--- src/rtl/modem_sig_pkg.sv ---
package modem_sig_pkg;
  localparam int NLINES      = 4;
  // line index = position of the change flag in the status word
  localparam int IDX_CTS     = 0;
  localparam int IDX_DSR     = 1;
  localparam int IDX_RI      = 2;
  localparam int IDX_DCD     = 3;
  localparam int CTL_DTR_BIT = 0;
  localparam int CTL_RTS_BIT = 1;
  localparam int CTL_AFC_BIT = 5;
  localparam int ST_LVL_LSB  = 4;
  localparam int ST_AFC_BIT  = 8;

  typedef enum logic [0:0] {EDGE_ANY, EDGE_FALL} edge_kind_e;

  function automatic edge_kind_e kind_of(input int idx);
    return (idx == IDX_RI) ? EDGE_FALL : EDGE_ANY;
  endfunction
endpackage

--- src/rtl/modem_sync.sv ---
module modem_sync #(
  parameter int W      = 4,
  parameter int STAGES = 2
) (
  input  logic         clk,
  input  logic         rst,
  input  logic [W-1:0] d_in,
  output logic [W-1:0] q_out
);
  logic [W-1:0] stg [STAGES];

  always_ff @(posedge clk) begin
    if (rst) stg[0] <= '0;
    else     stg[0] <= d_in;
  end

  for (genvar s = 1; s < STAGES; s++) begin : g_stage
    always_ff @(posedge clk) begin
      if (rst) stg[s] <= '0;
      else     stg[s] <= stg[s-1];
    end
  end

  assign q_out = stg[STAGES-1];
endmodule

--- src/rtl/modem_delta.sv ---
module modem_delta
  import modem_sig_pkg::*;
#(
  parameter int N = NLINES
) (
  input  logic         clk,
  input  logic         rst,
  input  logic [N-1:0] lvl,
  input  logic [N-1:0] clr,
  output logic [N-1:0] flags,
  output logic         evt
);
  logic [N-1:0] lvl_d;
  logic [N-1:0] set_c;
  logic [N-1:0] flag_q;

  for (genvar i = 0; i < N; i++) begin : g_line
    if (kind_of(i) == EDGE_FALL) begin : g_fall
      assign set_c[i] = lvl_d[i] & ~lvl[i];
    end else begin : g_any
      assign set_c[i] = lvl_d[i] ^ lvl[i];
    end
  end

  always_ff @(posedge clk) begin
    if (rst) begin
      lvl_d  <= '0;
      flag_q <= '0;
      evt    <= 1'b0;
    end else begin
      lvl_d  <= lvl;
      flag_q <= set_c | (flag_q & ~clr);
      evt    <= |(set_c & ~flag_q);
    end
  end

  assign flags = flag_q;


  evt_needs_rise_chk: assert property (@(posedge clk) disable iff (rst)
    evt |-> |(flag_q & ~$past(flag_q)));

  rise_gives_evt_chk: assert property (@(posedge clk) disable iff (rst)
    (|(flag_q & ~$past(flag_q))) |-> evt);

  ri_fall_only_chk: assert property (@(posedge clk) disable iff (rst)
    $rose(flag_q[IDX_RI]) |-> ($past(lvl_d[IDX_RI]) && !$past(lvl[IDX_RI])));

  clear_by_write_chk: assert property (@(posedge clk) disable iff (rst)
    (|(~flag_q & $past(flag_q))) |-> |($past(clr) & $past(flag_q) & ~flag_q));
endmodule

--- src/rtl/modem_regs.sv ---
module modem_regs
  import modem_sig_pkg::*;
#(
  parameter int ADDR_W  = 6,
  parameter int DATA_W  = 32,
  parameter int N       = NLINES,
  parameter int CTL_OFS = 'h24,
  parameter int STS_OFS = 'h28
) (
  input  logic              clk,
  input  logic              rst,
  input  logic [ADDR_W-1:0] bus_addr,
  input  logic              bus_wr,
  input  logic [DATA_W-1:0] bus_wdata,
  input  logic              bus_rd,
  output logic [DATA_W-1:0] bus_rdata,
  input  logic [N-1:0]      lvl,
  input  logic [N-1:0]      flags,
  output logic [N-1:0]      clr,
  output logic              dtr_out,
  output logic              rts_out,
  output logic              tx_allowed
);
  localparam logic [ADDR_W-1:0] A_CTL = ADDR_W'(CTL_OFS);
  localparam logic [ADDR_W-1:0] A_STS = ADDR_W'(STS_OFS);

  logic afc_q;
  logic [DATA_W-1:0] ctl_word, sts_word;
  logic wr_ctl, wr_sts;

  assign wr_ctl = bus_wr && (bus_addr == A_CTL);
  assign wr_sts = bus_wr && (bus_addr == A_STS);
  assign clr    = wr_sts ? bus_wdata[N-1:0] : '0;

  always_comb begin
    ctl_word = '0;
    ctl_word[CTL_DTR_BIT] = dtr_out;
    ctl_word[CTL_RTS_BIT] = rts_out;
    ctl_word[CTL_AFC_BIT] = afc_q;
    sts_word = '0;
    sts_word[N-1:0] = flags;
    sts_word[ST_LVL_LSB +: N] = lvl;
    sts_word[ST_AFC_BIT] = afc_q;
  end

  always_ff @(posedge clk) begin
    if (rst) begin
      dtr_out <= 1'b0;
      rts_out <= 1'b0;
      afc_q   <= 1'b0;
    end else if (wr_ctl) begin
      dtr_out <= bus_wdata[CTL_DTR_BIT];
      rts_out <= bus_wdata[CTL_RTS_BIT];
      afc_q   <= bus_wdata[CTL_AFC_BIT];
    end
  end

  always_ff @(posedge clk) begin
    if (rst) tx_allowed <= 1'b1;
    else     tx_allowed <= afc_q ? lvl[IDX_CTS] : 1'b1;
  end

  always_ff @(posedge clk) begin
    if (rst) bus_rdata <= '0;
    else if (bus_rd) begin
      if (bus_addr == A_CTL)      bus_rdata <= ctl_word;
      else if (bus_addr == A_STS) bus_rdata <= sts_word;
      else                        bus_rdata <= '0;
    end
  end


  afc_off_tx_chk: assert property (@(posedge clk) disable iff (rst)
    !afc_q |=> tx_allowed);

  rdata_hold_chk: assert property (@(posedge clk) disable iff (rst)
    !bus_rd |=> $stable(bus_rdata));

  dtr_follow_chk: assert property (@(posedge clk) disable iff (rst)
    wr_ctl |=> (dtr_out == $past(bus_wdata[CTL_DTR_BIT])));

  sts_wr_keeps_ctl_chk: assert property (@(posedge clk) disable iff (rst)
    (bus_wr && !wr_ctl) |=> ($stable(dtr_out) && $stable(rts_out) && $stable(afc_q)));
endmodule

--- src/rtl/modem_sig_watch.sv ---
module modem_sig_watch
  import modem_sig_pkg::*;
#(
  parameter int ADDR_W    = 6,
  parameter int SYNC_DEPTH = 2
) (
  input  logic              clk,
  input  logic              rst,
  input  logic [ADDR_W-1:0] bus_addr,
  input  logic              bus_wr,
  input  logic [31:0]       bus_wdata,
  input  logic              bus_rd,
  output logic [31:0]       bus_rdata,
  input  logic              dcd_in,
  input  logic              ri_in,
  input  logic              dsr_in,
  input  logic              cts_in,
  output logic              dtr_out,
  output logic              rts_out,
  output logic              tx_allowed,
  output logic              chg_event
);
  logic [NLINES-1:0] raw, lvl, flags, clr;

  always_comb begin
    raw = '0;
    raw[IDX_CTS] = cts_in;
    raw[IDX_DSR] = dsr_in;
    raw[IDX_RI]  = ri_in;
    raw[IDX_DCD] = dcd_in;
  end

  modem_sync #(.W(NLINES), .STAGES(SYNC_DEPTH)) u_sync (
    .clk(clk), .rst(rst), .d_in(raw), .q_out(lvl)
  );

  modem_delta #(.N(NLINES)) u_delta (
    .clk(clk), .rst(rst), .lvl(lvl), .clr(clr), .flags(flags), .evt(chg_event)
  );

  modem_regs #(.ADDR_W(ADDR_W), .DATA_W(32), .N(NLINES)) u_regs (
    .clk(clk), .rst(rst), .bus_addr(bus_addr), .bus_wr(bus_wr),
    .bus_wdata(bus_wdata), .bus_rd(bus_rd), .bus_rdata(bus_rdata),
    .lvl(lvl), .flags(flags), .clr(clr), .dtr_out(dtr_out),
    .rts_out(rts_out), .tx_allowed(tx_allowed)
  );
endmodule

--- config.mk ---
export PLATFORM = sky130hd
export DESIGN_NAME = modem_sig_watch
export DESIGN_NICKNAME = d
export VERILOG_FILES = /design/src/rtl/modem_sig_pkg.sv /design/src/rtl/modem_sync.sv /design/src/rtl/modem_delta.sv /design/src/rtl/modem_regs.sv /design/src/rtl/modem_sig_watch.sv
export SDC_FILE = /design/constraint.sdc
export NUM_CORES = 1
export LEC_CHECK = 0
export CAP_MARGIN = 15
export CORE_ASPECT_RATIO = 0.8
export CORE_UTILIZATION = 50
export CTS_CLUSTER_SIZE = 14
export DETAILED_ROUTE_END_ITERATION = 8
export DONT_BUFFER_PORTS = 1
export PLACE_DENSITY = 0.71
export REMOVE_ABC_BUFFERS = 1
export SETUP_SLACK_MARGIN = 0.1
export SLEW_MARGIN = 10
export SYNTH_ARGS = -nofsm -noshare
export SYNTH_HDL_FRONTEND = slang
export SYNTH_SLANG_ARGS = --single-unit
--- constraint.sdc ---
create_clock -name clk -period 1.2 [get_ports clk]
set_input_delay 0.24 -clock clk [delete_from_list [all_inputs] [get_ports clk]]
set_output_delay 0.24 -clock clk [all_outputs]
set_load 0.02 [all_outputs]
### After elaboration in Yosys (flattened, before gate mapping)

Memory sizes are Yosys's and may differ from the RTL's.
Cells that the tools add are included.

* flip-flop bits (word level): 45
* RAM bits: 8
* output and inout port bits: 36
* logic and storage cells: 36
* memories: 1

* equality and inequality tests: 2
* mux-type cells: 8
* bitwise logic cells: 13
* reduce and logical (&&, ||, !) cells: 4

Memory list
* u_sync.stg: depth 2, bits a word 4, rd ports 2, clocked after memory_dff 0, wr ports 2, RTL line modem_sync.sv:10 `logic [W-1:0] stg [STAGES];`

Operator list (count)
* 32-bit two-way mux: 1
* 6-bit == test (second input constant): 2
* 4-bit two-way mux: 3
* 9-bit two-way mux: 1
* 4-bit AND: 2
* 4-bit NOT: 2
* 4-bit bitwise OR: 1
* 4-bit OR reduction: 1
* 1-bit two-way mux: 3
* 1-bit bitwise XOR: 3
* 1-bit logical AND: 2
* 1-bit NOT: 2
* 1-bit bitwise OR: 2
* 2-bit OR reduction: 1
* 1-bit AND: 1

### Depth between registers and ports, before layout

* depth in word-level cells: 6
* depth in mapped cells: 4

### Hierarchy

From an unflattened synthesis, not the netlist that was laid out.

* cell total of the unflattened synthesis: 138
* area, all modules: 1341.3 µm²

By module, submodules not included
* modem_regs: instances 1, cells each 93, area each 815.8 µm²
* modem_delta: instances 1, cells each 29, area each 315.3 µm²
* modem_sync: instances 1, cells each 16, area each 210.2 µm²

### Worst setup path after synthesis

Ideal clock, no wire load.

* path kind: input to register
* start point: in bus_addr[4]
* end point: reg u_regs.bus_rdata[5]
* setup time: 0.088 ns
* arrival time: 1.138 ns
* path slack: -0.026 ns
* cell stages on the path: 4
* path buffers: 1
* path through: nor4b_4 -> buf_6 -> nand3_2 -> a311oi_2

* word-level cells in the longest chain between the ends: 3
* elaborated cells on any way between the ends: 4
* classes of those cells: eq/ne: 2; mux: 2

RTL lines
* start, declared: RTL line modem_sig_watch.sv:9 `input logic [ADDR_W-1:0] bus_addr,`
* 6-bit == test: RTL line modem_regs.sv:67 `else if (bus_addr == A_STS) bus_rdata <= sts_word;`
* 9-bit two-way mux: RTL line modem_regs.sv:67
* 32-bit two-way mux *: RTL line modem_regs.sv:66 `if (bus_addr == A_CTL) bus_rdata <= ctl_word;`
* end signal, assigned: RTL line modem_regs.sv:66
* end signal, assigned: RTL line modem_regs.sv:67
* end, declared: RTL line modem_regs.sv:16 `output logic [DATA_W-1:0] bus_rdata,`

Every way passes the cells marked *; elsewhere a longest branch is shown, timed or not.
A chain may end at the register's enable or synchronous reset.

==> impl_metrics.env <==
export IMPL_outcome="finished with violations"
export IMPL_failed_checks="negative hold slack"
export IMPL_rsz0062_at_grt="false"
export IMPL_clockBufferDepth=2
export IMPL_syn_inst=138
export IMPL_yosysMostFrequentCell="dfxtp_1"
export IMPL_cts_made_buffers=5
export IMPL_diodes=0
export IMPL_synth_edf_count=0
export IMPL_setup_slack_ns=0.131
export IMPL_gp_congestion=0.765
export IMPL_drtPass1Iterations=4
export IMPL_cts_sinks=30
export IMPL_worstSetupPathType="register to register"
export IMPL_nets=199
export IMPL_die_y_um=48.2
export IMPL_ir_worst_vdd_uv=654
export IMPL_grt_pass1_vias=768
export IMPL_period_minus_slack_ns=1.07
export IMPL_worstPathArrival_ns=1.28
export IMPL_post_drt_via_cell_ratio=4.90
export IMPL_pwr_density_cell_nw_per_um2=1250
export IMPL_min_path_type="input port to register"
export IMPL_clk_pin_slew_worst_paths_ns=0.08
export IMPL_cts_setup_buffers=0
export IMPL_ys_seq_area_frac=0.450
export IMPL_yosysTopAreaCellShare=0.450
export IMPL_grt_overflow=0
export IMPL_area_delta_synth_final_pct=8.90
export IMPL_end_kind="register"
export IMPL_routedWlPerCell_um=12.3
export IMPL_yosys_register_bits=30
export IMPL_nFillCells=234
export IMPL_die_area_um2=2880
export IMPL_grt_max_degree=34
export IMPL_track_usage=0.176
export IMPL_cap_viol_max_count=0
export IMPL_io_pins=82
export IMPL_pre_cts_ws_ns=-0.0850
export IMPL_initial_core_util=0.538
export IMPL_synth_area_leaders="dfxtp_1, buf_4, nor2b_1"
export IMPL_die_x_um=59.8
export IMPL_synth_warning_count=0
export IMPL_core_um2=2480
export IMPL_grt_first_pass_wirelength_um=3420
export IMPL_avgSynthCellArea_um2=9.67
export IMPL_rows=16
export IMPL_cts_tree="done"
export IMPL_synth_distinct_cells=23
export IMPL_setup_viol=0
export IMPL_p_leak_nw=0.572
export IMPL_finClkSkew_ns=0.00410
export IMPL_drive_above_1_share=0.151
export IMPL_drc=0
export IMPL_portBuffers=0
export IMPL_period_share=0.891
export IMPL_detail_route_iter0_violations=23
export IMPL_final_antenna_net_count=0
export IMPL_htreeDepth=2
export IMPL_hpwl_um=1530
export IMPL_cp_start_kind="register"
export IMPL_dp_cells=174
export IMPL_grt_antenna_before_repair=0
export IMPL_critical_path_max_fanout=1
export IMPL_ys_flop_type="dfxtp_1"
export IMPL_route_vias_total=921
export IMPL_hold_viol=17
export IMPL_holdBufCountCts=8
export IMPL_ys_top_cells_by_count="dfxtp_1, buf_4, nor2b_1"
export IMPL_synth_async_reset_ratio=0
export IMPL_design_power_total_mw=1.82
export IMPL_fmax_mhz=936
export IMPL_synth_top_area_cell="dfxtp_1"
export IMPL_drt_wl_total_um=2310
export IMPL_syn_area_um2=1340
export IMPL_clk_insertion_delay_late_ns=0.32
export IMPL_cts_root_buf="clkbuf_4"
export IMPL_stdcell_count=188
export IMPL_drv_slew=0
export IMPL_holdWs_ns=-0.0192
export IMPL_critPathRequiredTime_ns=1.41
## state kept, by name, summed over array words and instances (netlist names)
signal	count
u_regs.bus_rdata	9
u_delta.lvl_d	4
u_regs.dtr_out	1
u_regs.tx_allowed	1
u_regs.rts_out	1
u_delta.evt	1
u_regs.afc_q	1
u_delta.flags	4
u_sync.stg	8
## repair_timing
item | 4_1_cts | 5_1_grt
gates resized for setup | 0 | 3
endpoints found under the setup margin | 0 | 3
endpoints found under the hold margin | 26 | 18
## power by group
group | switching, mW | total, mW | internal [mW]
registers | 0.0226 | 1.05 | 1.03
logic | 0.112 | 0.187 | 0.0755
clock network | 0.314 | 0.578 | 0.264
total | 0.448 | 1.82 | 1.37
## worst max-delay path: stages (launching register included)
cell and delay [ns]:
dfxtp_1 0.30, nor2b_1 0.11, dlygate4sd3_1 0.55
## path summary, 6_finish.rpt
path / startpoint / end / slack (ns) / cells after the start
max: u_sync.stg[0][0] / u_sync.stg[1][0] / 0.13 / 2
min: rst / u_regs.bus_rdata[1] / -0.02 / 1
max reg2reg: u_sync.stg[0][0] / u_sync.stg[1][0] / 0.13 / 2
min reg2reg: u_regs.afc_q / u_regs.tx_allowed / 0.46 / 1
## routing by layer
metal / wire length [um] / global-route usage / vias to the layer above
met2: 1040 / 0.258 / 42
met3: 206 / 0.0557 / 2
met1: 1050 / 0.219 / 430
li1: - / - / 447
met4: 21 / 0.140 / 0
met5: 0 / 0 / -
## final cells by class
cell class              count  area, um2  share of cell area
multi-input cells          95        591               0.406
flip-flops and latches     30        604               0.416
clock buffers               6       51.3              0.0353
repair buffers             17        148               0.102
well taps                  36       45.0              0.0310
inverters                   4       15.0              0.0103
## kinds of logic after synthesis
| family | after synthesis | synth area share |
|---|---|---|
| AOI/OAI and AO/OA | 20 | 0.118 |
| xor gates and xnor gates | 3 | 0.0197 |
| buffers and inverters | 35 | 0.170 |
| other | 1 | 0.00281 |
| and+or+nand+nor | 46 | 0.217 |
| DFF | 30 | 0.450 |
| muxes | 3 | 0.0225 |
## stage by stage
stage | utilization | instance area [um2] | TNS, ns | hold WS, ns
2_1_floorplan | - | 1210 | -1.34 | 0.308
3_3_place_gp | 0.531 | 1320 | -0.106 | 0.313
3_5_place_dp | 0.531 | 1320 | -0.280 | 0.314
4_1_cts | 0.584 | 1450 | 0 | -0.0456
5_1_grt | 0.586 | 1450 | 0 | -0.0610
6_report | 0.586 | 1450 | 0 | -0.0192
## cells in the final DEF (no fill, tap or decap)
cell type	n
nand3_1	5
and3_1	1
dfxtp_2	3
nor4b_4	1
nor2b_1	14
nand2b_1	13
o22a_1	2
nor2_1	4
a21oi_1	11
clkbuf_4	5
a41o_1	4
nand4_1	6
buf_4	9
dlygate4sd3_1	8
mux2i_1	3
a311oi_2	3
inv_1	4
dfxtp_1	27
nand2_1	1
xnor2_1	3
nand3_2	1
conb_1	23
clkbuf_8	1
Note: power is estimated with default switching activity, not from simulation.
